==> src/rtl/spi_reg_slave_pkg.sv <==
package spi_reg_slave_pkg;

    // header byte layout: direction, burst, address
    typedef struct packed {
        logic       rd;
        logic       burst;
        logic [5:0] addr;
    } spi_hdr_t;

    localparam int HDR_ADDR_W = 6;

    typedef enum logic [2:0] {
        SLV_IDLE   = 3'd0,
        SLV_HDR    = 3'd1,
        SLV_WDATA  = 3'd2,
        SLV_RDATA  = 3'd3,
        SLV_IGNORE = 3'd4
    } slv_state_t;

endpackage

==> src/rtl/spi_pin_sync.sv <==
module spi_pin_sync #(
    parameter int STAGES = 2
) (
    input  logic clk,
    input  logic rst_n,
    input  logic sclk_in,
    input  logic cs_n_in,
    input  logic mosi_in,
    output logic sclk_rise,
    output logic sclk_fall,
    output logic cs_act,
    output logic mosi_s
);
    logic [STAGES-1:0] sclk_p, cs_p, mosi_p;
    logic              sclk_last;

    always_ff @(posedge clk or negedge rst_n) begin
        if (!rst_n) begin
            sclk_p    <= '0;
            cs_p      <= '1;
            mosi_p    <= '0;
            sclk_last <= 1'b0;
        end else begin
            sclk_p    <= {sclk_p[STAGES-2:0], sclk_in};
            cs_p      <= {cs_p[STAGES-2:0], cs_n_in};
            mosi_p    <= {mosi_p[STAGES-2:0], mosi_in};
            sclk_last <= sclk_p[STAGES-1];
        end
    end

    assign sclk_rise = sclk_p[STAGES-1] & ~sclk_last;
    assign sclk_fall = ~sclk_p[STAGES-1] & sclk_last;
    assign cs_act    = ~cs_p[STAGES-1];
    assign mosi_s    = mosi_p[STAGES-1];

endmodule

==> src/rtl/spi_status_gen.sv <==
module spi_status_gen #(
    parameter int FIFO_DEPTH = 64,
    parameter int FILL_W     = $clog2(FIFO_DEPTH + 1)
) (
    input  logic              rdy_n,
    input  logic [2:0]        mstate,
    input  logic [FILL_W-1:0] rx_fill,
    input  logic [FILL_W-1:0] tx_fill,
    input  logic              dir_read,
    output logic [7:0]        status
);
    localparam logic [FILL_W-1:0] DEPTH_V = FILL_W'(FIFO_DEPTH);
    localparam logic [FILL_W-1:0] CAP_V   = FILL_W'(15);

    logic [FILL_W-1:0] tx_free;
    logic [FILL_W-1:0] pick;
    logic [3:0]        cnt;

    always_comb begin
        tx_free = DEPTH_V - tx_fill;
        pick    = dir_read ? rx_fill : tx_free;
        cnt     = (pick > CAP_V) ? 4'hF : pick[3:0];
        status  = {rdy_n, mstate, cnt};
    end

endmodule

==> src/rtl/spi_cfg_bank.sv <==
module spi_cfg_bank #(
    parameter int NUM_REGS = 48,
    parameter int AW       = 6
) (
    input  logic                  clk,
    input  logic                  rst_n,
    input  logic                  we,
    input  logic [AW-1:0]         waddr,
    input  logic [7:0]            wdata,
    input  logic [AW-1:0]         raddr,
    output logic [7:0]            rdata,
    output logic [NUM_REGS*8-1:0] cfg_flat
);
    logic [7:0] regs_q [NUM_REGS];

    for (genvar i = 0; i < NUM_REGS; i++) begin : g_reg
        always_ff @(posedge clk or negedge rst_n) begin
            if (!rst_n)
                regs_q[i] <= 8'h00;
            else if (we && waddr == AW'(i))
                regs_q[i] <= wdata;
        end
        assign cfg_flat[i*8 +: 8] = regs_q[i];
    end

    assign rdata = (int'(raddr) < NUM_REGS) ? regs_q[raddr] : 8'h00;

    // an accepted write lands in the addressed register
    assert_write_lands_R6: assert property (@(posedge clk) disable iff (!rst_n)
        (we && int'(waddr) < NUM_REGS) |=> regs_q[$past(waddr)] == $past(wdata));

    // writes outside the bank leave every register alone
    assert_oob_write_R7: assert property (@(posedge clk) disable iff (!rst_n)
        (we && int'(waddr) >= NUM_REGS) |=> $stable(cfg_flat));

endmodule

==> src/rtl/spi_reg_slave.sv <==
module spi_reg_slave
    import spi_reg_slave_pkg::*;
#(
    parameter int NUM_REGS    = 48,
    parameter int FIFO_DEPTH  = 64,
    parameter int FILL_W      = $clog2(FIFO_DEPTH + 1),
    parameter int SYNC_STAGES = 2
) (
    input  logic                  clk,
    input  logic                  rst_n,
    input  logic                  spi_cs_n,
    input  logic                  spi_sclk,
    input  logic                  spi_mosi,
    output logic                  spi_miso,
    input  logic                  chip_rdy_n,
    input  logic [2:0]            main_state,
    input  logic [FILL_W-1:0]     rx_fill,
    input  logic [FILL_W-1:0]     tx_fill,
    output logic [NUM_REGS*8-1:0] cfg_regs
);
    localparam int AW = HDR_ADDR_W;

    slv_state_t state_q, state_d;

    logic          sclk_rise, sclk_fall, cs_act, mosi_s;
    logic [2:0]    bit_cnt;
    logic [6:0]    rx_sh;
    logic [7:0]    tx_sh;
    logic [7:0]    nxt_data;
    logic          nxt_is_status;
    logic          hdr_rd, hdr_burst;
    logic [AW-1:0] addr_q;
    logic          byte_done;
    spi_hdr_t      rx_hdr;
    logic          dir_sel;
    logic [7:0]    status;
    logic          we;
    logic [AW-1:0] raddr;
    logic [7:0]    rdata;

    spi_pin_sync #(.STAGES(SYNC_STAGES)) u_sync (
        .clk       (clk),
        .rst_n     (rst_n),
        .sclk_in   (spi_sclk),
        .cs_n_in   (spi_cs_n),
        .mosi_in   (spi_mosi),
        .sclk_rise (sclk_rise),
        .sclk_fall (sclk_fall),
        .cs_act    (cs_act),
        .mosi_s    (mosi_s)
    );

    // while the header arrives its first bit picks the FIFO being counted
    assign dir_sel = (state_q == SLV_HDR) ? mosi_s : hdr_rd;

    spi_status_gen #(.FIFO_DEPTH(FIFO_DEPTH), .FILL_W(FILL_W)) u_stat (
        .rdy_n    (chip_rdy_n),
        .mstate   (main_state),
        .rx_fill  (rx_fill),
        .tx_fill  (tx_fill),
        .dir_read (dir_sel),
        .status   (status)
    );

    assign byte_done = sclk_rise && (bit_cnt == 3'd7);
    assign rx_hdr    = spi_hdr_t'({rx_sh, mosi_s});
    assign we        = byte_done && (state_q == SLV_WDATA);
    assign raddr     = (state_q == SLV_HDR) ? rx_hdr.addr : addr_q + AW'(1);

    spi_cfg_bank #(.NUM_REGS(NUM_REGS), .AW(AW)) u_bank (
        .clk      (clk),
        .rst_n    (rst_n),
        .we       (we),
        .waddr    (addr_q),
        .wdata    ({rx_sh, mosi_s}),
        .raddr    (raddr),
        .rdata    (rdata),
        .cfg_flat (cfg_regs)
    );

    // state register
    always_ff @(posedge clk or negedge rst_n) begin
        if (!rst_n) state_q <= SLV_IDLE;
        else        state_q <= state_d;
    end

    // transitions
    always_comb begin
        state_d = state_q;
        if (!cs_act) begin
            state_d = SLV_IDLE;
        end else begin
            unique case (state_q)
                SLV_IDLE:   state_d = SLV_HDR;
                SLV_HDR:    if (byte_done) state_d = rx_hdr.rd ? SLV_RDATA : SLV_WDATA;
                SLV_WDATA,
                SLV_RDATA:  if (byte_done && !hdr_burst) state_d = SLV_IGNORE;
                SLV_IGNORE: state_d = SLV_IGNORE;
                default:    state_d = SLV_IDLE;
            endcase
        end
    end

    // shift registers, header capture and reply selection
    always_ff @(posedge clk or negedge rst_n) begin
        if (!rst_n) begin
            bit_cnt       <= 3'd0;
            rx_sh         <= 7'd0;
            tx_sh         <= 8'h00;
            nxt_data      <= 8'h00;
            nxt_is_status <= 1'b0;
            hdr_rd        <= 1'b0;
            hdr_burst     <= 1'b0;
            addr_q        <= '0;
        end else if (!cs_act) begin
            bit_cnt <= 3'd0;
            tx_sh   <= 8'h00;
        end else if (state_q == SLV_IDLE) begin
            bit_cnt <= 3'd0;
            tx_sh   <= status;
        end else if (sclk_rise) begin
            rx_sh   <= {rx_sh[5:0], mosi_s};
            bit_cnt <= bit_cnt + 3'd1;
            if (state_q == SLV_HDR && bit_cnt == 3'd0)
                tx_sh[3:0] <= status[3:0];
            if (byte_done) begin
                unique case (state_q)
                    SLV_HDR: begin
                        hdr_rd        <= rx_hdr.rd;
                        hdr_burst     <= rx_hdr.burst;
                        addr_q        <= rx_hdr.addr;
                        nxt_is_status <= ~rx_hdr.rd;
                        nxt_data      <= rdata;
                    end
                    SLV_WDATA: begin
                        addr_q        <= addr_q + AW'(1);
                        nxt_is_status <= hdr_burst;
                        nxt_data      <= 8'h00;
                    end
                    SLV_RDATA: begin
                        addr_q        <= addr_q + AW'(1);
                        nxt_is_status <= 1'b0;
                        nxt_data      <= hdr_burst ? rdata : 8'h00;
                    end
                    default: begin
                        nxt_is_status <= 1'b0;
                        nxt_data      <= 8'h00;
                    end
                endcase
            end
        end else if (sclk_fall) begin
            if (bit_cnt == 3'd0 && state_q != SLV_HDR)
                tx_sh <= nxt_is_status ? status : nxt_data;
            else
                tx_sh <= {tx_sh[6:0], 1'b0};
        end
    end

    assign spi_miso = cs_act & tx_sh[7];

    // the header reply starts with the ready flag and state seen at select
    assert_hdr_status_R1: assert property (@(posedge clk) disable iff (!rst_n)
        (state_q == SLV_IDLE && cs_act) |=>
            (tx_sh[7] == $past(chip_rdy_n) && tx_sh[6:4] == $past(main_state)));

    // the fill inputs stay within the FIFO depth
    assert_fill_range_R4: assert property (@(posedge clk) disable iff (!rst_n)
        (int'(rx_fill) <= FIFO_DEPTH) && (int'(tx_fill) <= FIFO_DEPTH));

    // a completed header always leaves the header state
    assert_hdr_leaves_R5: assert property (@(posedge clk) disable iff (!rst_n)
        (state_q == SLV_HDR && byte_done) |=>
            (state_q == SLV_RDATA || state_q == SLV_WDATA || state_q == SLV_IDLE));

    // burst steps the address by one after each data byte
    assert_burst_step_R9: assert property (@(posedge clk) disable iff (!rst_n)
        (byte_done && hdr_burst && (state_q == SLV_WDATA || state_q == SLV_RDATA))
            |=> addr_q == $past(addr_q) + AW'(1));

    // once past the single data byte, nothing but zeros goes out
    assert_ignore_quiet_R10: assert property (@(posedge clk) disable iff (!rst_n)
        (state_q == SLV_IGNORE && sclk_fall) |=> tx_sh == 8'h00);

    // no write strobe outside a write data slot
    assert_no_stray_write_R10: assert property (@(posedge clk) disable iff (!rst_n)
        (state_q == SLV_IGNORE || state_q == SLV_RDATA) |-> !we);

endmodule

==> config.mk <==
export PLATFORM = sky130hd
export DESIGN_NAME = spi_reg_slave
export DESIGN_NICKNAME = d
export VERILOG_FILES = /design/src/rtl/spi_reg_slave_pkg.sv /design/src/rtl/spi_pin_sync.sv /design/src/rtl/spi_status_gen.sv /design/src/rtl/spi_cfg_bank.sv /design/src/rtl/spi_reg_slave.sv
export SDC_FILE = /design/constraint.sdc
export NUM_CORES = 1
export LEC_CHECK = 0
export BUFFER_PORTS_ARGS = -buffer_cell sky130_fd_sc_hd__buf_2
export CORE_MARGIN = 2
export CORE_UTILIZATION = 44
export CTS_BUF_LIST = sky130_fd_sc_hd__clkbuf_8 sky130_fd_sc_hd__clkbuf_16
export CTS_CLUSTER_DIAMETER = 60
export DETAILED_ROUTE_END_ITERATION = 6
export HOLD_SLACK_MARGIN = 0.15
export PLACE_DENSITY = 0.73
export SYNTH_ARGS = -nofsm -noshare
export SYNTH_HDL_FRONTEND = slang
export SYNTH_HIERARCHICAL = 1
export SYNTH_SLANG_ARGS = --single-unit
==> constraint.sdc <==
create_clock -name clk -period 4.1 [get_ports clk]
set_input_delay 0.82 -clock clk [delete_from_list [all_inputs] [get_ports clk]]
set_output_delay 0.82 -clock clk [all_outputs]
set_load 0.02 [all_outputs]
-- After elaboration in Yosys (flattened, before gate mapping)
Cells that the tools add are included.
- flip-flop bits (word level): 429
- input port bits: 23
- output and inout port bits: 385
- logic and storage cells: 231
- $add $sub $neg: 3
- magnitude comparators: 3
- eq/ne operators: 57
- multiplexer cells: 28
- bitwise operators: 9
- reduce and logical (&&, ||, !) cells: 69
- operators with widths (kind ; number):
    equality test 6 x 5 -> 1 bit (second input constant) ; 16
    equality test 6 bit (second input constant) ; 16
    2-to-1 mux 8 bit ; 9
    logical AND 1 bit ; 53
    binary-select mux 8 bit (select 6 bit) ; 1
    equality test 6 x 4 -> 1 bit (second input constant) ; 8
    equality test 6 x 3 -> 1 bit (second input constant) ; 4
    2-to-1 mux 3 bit ; 6
    2-to-1 mux 4 bit ; 4
    case mux 8 bit (2 select lines) ; 1
    equality test 6 x 2 -> 1 bit (second input constant) ; 2
    case mux 3 bit (4 select lines) ; 1
    case mux 6 bit (2 select lines) ; 1
    AND reduction 5 bit ; 2
    inequality test 3 x 1 -> 1 bit (second input constant) ; 3
    >= comparator 7 bit (second input constant) ; 1
    greater-than comparator 7 x 4 -> 1 bit (second input constant) ; 1
    2-to-1 mux 7 bit ; 1
    inverter 6 -> 7 bit ; 1
    subtractor 7 bit (first input constant) ; 1
    adder 6 x 1 -> 6 bit (second input constant) ; 1
    equality test 3 x 2 -> 1 bit (second input constant) ; 2
    equality test 3 bit (second input constant) ; 2
    equality test 6 x 1 -> 1 bit (second input constant) ; 1
    20 further kinds ; 31

-- Longest topological paths before layout
- word-level depth: 11
- depth in mapped cells: 15
- depth with buffers taken out: 10

-- Cells and area by module
Netlist, hierarchy kept.
- modules (own cells, without submodules) (module ; times used ; cells an instance ; area each (um^2) ; sequential area each (um^2)):
    spi_cfg_bank ; 1 ; 1171 ; 17722.0 ; 9609.2
    spi_reg_slave ; 1 ; 236 ; 2143.3 ; 950.9
    spi_pin_sync ; 1 ; 10 ; 196.4 ; 177.7
    spi_status_gen ; 1 ; 28 ; 188.9 ; 0.0

-- Worst setup path after synthesis
Ideal clock, no wire load.
- path type: reg2reg
- start: register state_q[1]
- end: register nxt_data[6]
- library setup time: 0.128 ns
- arrival time: 2.805 ns
- required time: 3.972 ns
- setup slack: 1.168 ns
- cell stages (with the launch flop): 14
- buffers on the path: 5
- clock period less this slack: 2.932 ns
- cell sequence: dfrtp_1 buf_2 nor3b_2 clkbuf_1 nand2_1 nand2_1 buf_2 buf_2 buf_1 mux2_2 a221oi_1 o22ai_1 nand2_1 o21ai_0
- word-level cells in the longest chain between the ends: 9
- elaborated cells on any way between the ends: 14
- those cells by class: 1 x order compare; 2 x eq/ne; 7 x mux; 2 x bitwise; 2 x reduce/logical
- RTL lines (item ; line ; RTL):
    start: declaration ; spi_reg_slave.sv:23 ; slv_state_t state_q, state_d;
    start signal: assignment ; spi_reg_slave.sv:84 ; else state_q <= state_d;
    equality test 3 x 1 -> 1 bit * ; spi_reg_slave.sv:68 ; assign raddr = (state_q == SLV_HDR) ? rx_hdr.addr : addr_q + AW'(1);
    2-to-1 mux 6 bit * ; spi_reg_slave.sv:68 ;
    net raddr[1] ; spi_reg_slave.sv:38 ; logic [AW-1:0] raddr;
    inverter 6 -> 7 bit (implied by the code) ; spi_cfg_bank.sv:26 ; assign rdata = (int'(raddr) < NUM_REGS) ? regs_q[raddr] : 8'h00;
    binary-select mux 8 bit (select 6 bit) ; spi_cfg_bank.sv:26 ;
    2-to-1 mux 8 bit (implied by the code) (2 in a row) ; spi_cfg_bank.sv:26 ;
    2-to-1 mux 8 bit * ; spi_cfg_bank.sv:26 ;
    net rdata[6] ; spi_reg_slave.sv:39 ; logic [7:0] rdata;
    2-to-1 mux 8 bit ; spi_reg_slave.sv:143 ; nxt_data <= hdr_burst ? rdata : 8'h00;
    case mux 8 bit (2 select lines) * ; spi_reg_slave.sv:127 ; unique case (state_q)
    end signal: assignment ; spi_reg_slave.sv:133 ; nxt_data <= rdata;
    end signal: assignment ; spi_reg_slave.sv:143 ;
    end: declaration ; spi_reg_slave.sv:29 ; logic [7:0] nxt_data;
The timed path passes the listed nets; every way through them passes the cells marked *. The select of a mux whose other input is x is not followed.
A chain may end at the register's enable or synchronous reset.

-- Worst setup path in the final report
- start: register state_q[1]
- end: register nxt_data[7]
The elaborated chain is that of the path after synthesis.

==> results list <==
- Compared with the post-synthesis result, the final layout area differs by 21.8%.
* Starting Density: 44.6%
* Cell type contributing the most total cell area after synthesis: sky130_fd_sc_hd__dfrtp_1
- Total CTS buffers: 46
- In this run the worst hold path is classified as input pin to async pin.
- Measured against its own limit, the worst slew margin works out to 23.8%.
- Part of the Yosys area used for sequential elements: 53.0%
- Clock latency on the worst-skew pair, taken at its later pin, is 580 ps.
- Fraction of layout cells with a size suffix above 1: 56.3%
* Setup repair after global routing missed its margin: false
- Data on the critical path arrives at its endpoint at 3860 ps.
- The worst-case IR drop observed on VDD is 0.309 mV.
* Result of the run: finished clean
- In this run the mean area of a mapped cell was 14.0 µm².
* Vias in the first global route: 14800
- Portion of synthesized cell area occupied by the leading cell type: 52.8%
- The final-report max-slew violation count is 0.
- Once detail routing completed, the nets flagged for antenna violations numbered 0.
- Counting flops with an async set or reset pin after synthesis yields a share of 100%.
- Post-route standard cell area excluding fillers: 24700 µm²
* Avg Vias per Cell: 5.80
* Count of standard-cell rows: 78
- The H-tree generated during clock tree synthesis spans 2 levels.
- Worst Setup Slack post-DPL: 722 ps
- Setup violations remaining at the end of the flow were counted as 0.
* Final Total Pwr: 9.64 mW
* GR Overflow Total: 0
* Drt drc: 0
* Timing-limited maximum frequency: 292 MHz
- After detailed routing, the average wire length per cell comes to 27.4 µm.
- Post-CTS repair changed the size of 0 cells.
- Buffer levels on the longest clock path: 3
- Once the clock tree was built, the setup fixing pass inserted 0 buffers.
- Summing over every cut layer, the via total after detailed routing is 14400.
* Endpoints failing hold: 0
- The wire-length estimate of the detail-placed layout is 47.8 mm.
* Setup Skew: 11.8 ps
- Nets@finish: 1876
- Period utilization: 83.4%
- Die outline width: 219 µm
- At the pin with the least slew margin, the transition time is 1140 ps.
- Summed over all cells, the static leakage comes to 13.1 nW.
- Commonest register cell after synthesis: sky130_fd_sc_hd__dfrtp_1
- For the worst flop-to-flop path, the logic depth is 10.
- The synthesized netlist occupies a cell area of 20300 µm².
* Total core area: 45400 µm²
- By area the synthesized netlist is led by sky130_fd_sc_hd__dfrtp_1 (53%), sky130_fd_sc_hd__mux2_2 (22%), sky130_fd_sc_hd__mux4_2 (8.9%), sky130_fd_sc_hd__mux2i_1 (2.9%), sky130_fd_sc_hd__nand2_1 (1.7%).
- During placement, the flow inserted port buffers numbering 407.
- At the end of routability-driven placement, the weighted congestion stood at 0.919.
* Data required time of the worst path: 4530 ps
- Highest net fanout along the worst path: 46
* Die outline height: 219 µm
- Count of cell types in the netlist: 62
- For this design the top-level I/O count stands at 408.
* Met1 capacity usage during global routing: 36.6%
* Fraction of the core area covered by cells at the end of the flow: 54.4%
- Clock tree synthesis selected as its root buffer the cell sky130_fd_sc_hd__clkbuf_16.
* Mapped Nets: 1473
- In this run the cell area measured after placement is 23100 µm².
* Global-route wire length before repair: 100 mm
- Worst setup path class: flop to flop
- Global routing used 7.78% of the available met3 tracks.
- Clock net sink count: 429
- Post-layout min period: 3420 ps
- Setup slack of the critical path after layout: 679 ps
- TritonCTS built the clock tree.
- The detailed router finished its first iteration with 960 violations.
- The initial antenna violation count was 0.
* Drt total wl: 68.1 mm
- Number of max-cap violations: 0
* Critical path capture point type: flop
- Antenna Cells: 0
- Beginning of the worst register-to-register path: state_q[1]
- Warnings, synthesis: 6
- Ratio of total power to cell area: 391 nW/µm²
* Largest net degree at the start of global routing: 101
- The endpoint identified for the worst register-to-register timing path is nxt_data[7].
- The number of hold buffers added after CTS was 0.
- The layer flagged by global routing as most heavily used is met2.
* Setup slack of the worst register-to-register path: 680 ps
- Global routing consumed, over all layers together, 28.3% of the routing resources.
- Synthesized flop and latch total: 429
* Number of enable-type register cells in the synthesized netlist: 0
- Adding up every negative setup slack in the final design gives 0 ps.
- Global-route track usage on met2: 45.3%
- The pre-antenna-repair detailed-routing pass consisted of 5 iterations.
- Die Area: 47800 µm²
- After technology mapping, the gate count stands at 1445.
- STA classifies the critical path startpoint as a flop.
- Clock edge transition at the registers on the reported setup and hold paths: 60 ps
## stage by stage
step,hold slack (ps),cells
finish,312,2484
global route,338,2484
global placement,339,2400
floorplan,331,1445
CTS,321,2484
detailed placement,337,2400
## power breakdown
group          switching (mW)  internal (mW)
clock                    1.78           2.57
sequential             0.0350           4.27
combinational           0.707          0.285
total                    2.52           7.12
## final cells by class
type	count	area [µm²]
inverter	20	75.1
sequential	429	10700
clock inverter	28	283
tap	600	751
fill	3801	20700
timing repair buffer	459	2550
multi-input combinational	892	8970
clock buffer	56	1300
## worst max-delay path: stages, from the launching register on
cell	delay (ps)
sky130_fd_sc_hd__dfrtp_1	520
sky130_fd_sc_hd__nor3b_2	380
sky130_fd_sc_hd__nand2_1	180
sky130_fd_sc_hd__o21ai_4	130
sky130_fd_sc_hd__buf_12	360
sky130_fd_sc_hd__mux4_2	570
sky130_fd_sc_hd__mux2_2	320
sky130_fd_sc_hd__a221oi_1	470
sky130_fd_sc_hd__o22ai_1	150
sky130_fd_sc_hd__nand2_1	80
sky130_fd_sc_hd__o21ai_0	60
## Yosys cell counts, types with 3 or more instances
master                     number
sky130_fd_sc_hd__buf_6          9
sky130_fd_sc_hd__and3_1         4
sky130_fd_sc_hd__nor3b_1        3
sky130_fd_sc_hd__o22ai_1       11
sky130_fd_sc_hd__nor2_2        13
sky130_fd_sc_hd__a21oi_1       25
sky130_fd_sc_hd__a221oi_1       8
sky130_fd_sc_hd__nand3_1        7
sky130_fd_sc_hd__or2_2          4
sky130_fd_sc_hd__mux2i_1       58
sky130_fd_sc_hd__nand2b_1      11
sky130_fd_sc_hd__clkbuf_1      66
sky130_fd_sc_hd__dfrtp_1      427
sky130_fd_sc_hd__mux4_2        80
sky130_fd_sc_hd__a22oi_1        9
sky130_fd_sc_hd__a211oi_1       3
sky130_fd_sc_hd__inv_1         20
sky130_fd_sc_hd__mux2_2       399
sky130_fd_sc_hd__buf_2         17
sky130_fd_sc_hd__o31ai_1        6
sky130_fd_sc_hd__o311a_1        8
sky130_fd_sc_hd__buf_4          7
sky130_fd_sc_hd__o21ai_0       22
sky130_fd_sc_hd__a31oi_1        5
sky130_fd_sc_hd__nand4_1        9
sky130_fd_sc_hd__and2_1         3
sky130_fd_sc_hd__nand3b_1       3
sky130_fd_sc_hd__nand2_1       93
sky130_fd_sc_hd__nor4_1         6
sky130_fd_sc_hd__or3_1          5
sky130_fd_sc_hd__nor2b_1        7
sky130_fd_sc_hd__xnor2_1        4
sky130_fd_sc_hd__nor3_1         8
sky130_fd_sc_hd__xor2_1         3
sky130_fd_sc_hd__buf_1          5
sky130_fd_sc_hd__nor2_1        38
sky130_fd_sc_hd__ha_1           5
## how the worst max path moves through the flow
stage / from / endpoint / slack (ps) / depth (start not counted)
6_report: state_q[1] / nxt_data[7] / 680 / 10
3_5_place_dp: state_q[1] / nxt_data[3] / 720 / 11
2_1_floorplan: state_q[1] / nxt_data[6] / 1170 / 13
5_1_grt: state_q[1] / nxt_data[3] / 480 / 11
3_3_place_gp: state_q[1] / nxt_data[5] / 720 / 13
4_1_cts: state_q[1] / nxt_data[3] / 690 / 11
## sequential cells by signal, summed over array words and instances, names as in the netlist, 2 cells and up
signal	count
u_sync/sclk_p	2
addr_q	6
u_sync/cs_p	2
u_sync/mosi_p	2
state_q	3
u_bank/cfg_flat	384
tx_sh	8
rx_sh	7
bit_cnt	3
nxt_data	8
## placed cells by master, fill, tap and decap left out, types with 6 or more instances in the layout
| master | count |
|---|---|
| sky130_fd_sc_hd__mux2_2 | 399 |
| sky130_fd_sc_hd__o31ai_1 | 6 |
| sky130_fd_sc_hd__nor2_2 | 13 |
| sky130_fd_sc_hd__inv_1 | 24 |
| sky130_fd_sc_hd__mux2i_1 | 58 |
| sky130_fd_sc_hd__o22ai_1 | 11 |
| sky130_fd_sc_hd__buf_2 | 406 |
| sky130_fd_sc_hd__a221oi_1 | 8 |
| sky130_fd_sc_hd__dfrtp_1 | 419 |
| sky130_fd_sc_hd__clkbuf_16 | 47 |
| sky130_fd_sc_hd__mux4_2 | 80 |
| sky130_fd_sc_hd__nor4_1 | 6 |
| sky130_fd_sc_hd__buf_12 | 9 |
| sky130_fd_sc_hd__o21ai_0 | 19 |
| sky130_fd_sc_hd__buf_4 | 43 |
| sky130_fd_sc_hd__nor2_1 | 38 |
| sky130_fd_sc_hd__a21oi_1 | 25 |
| sky130_fd_sc_hd__nor3_1 | 8 |
| sky130_fd_sc_hd__clkinv_2 | 12 |
| sky130_fd_sc_hd__nand2_1 | 92 |
| sky130_fd_sc_hd__o311a_1 | 8 |
| sky130_fd_sc_hd__nand2b_1 | 11 |
| sky130_fd_sc_hd__nor2b_1 | 7 |
| sky130_fd_sc_hd__dfrtp_2 | 8 |
| sky130_fd_sc_hd__a22oi_1 | 9 |
| sky130_fd_sc_hd__nand4_1 | 9 |
| sky130_fd_sc_hd__clkbuf_8 | 9 |
| sky130_fd_sc_hd__nand3_1 | 7 |
## cell families after synthesis
kind of cell    after synthesis  synth area share, %
buf+inv                     124                 2.87
simple gates                230                 5.65
mux                         539                 34.1
compound gates              111                 3.78
xor+xnor                      7                0.303
fa+ha+maj                     5                0.309
flops                       429                 53.0
## metal layers
layer  up-vias  routed length (µm)
met5         -                   0
met1      7556               27400
met3       136                5510
met4         0                2680
met2       578               32500
li1       6147                   -
(Power assumes the default switching activity.)
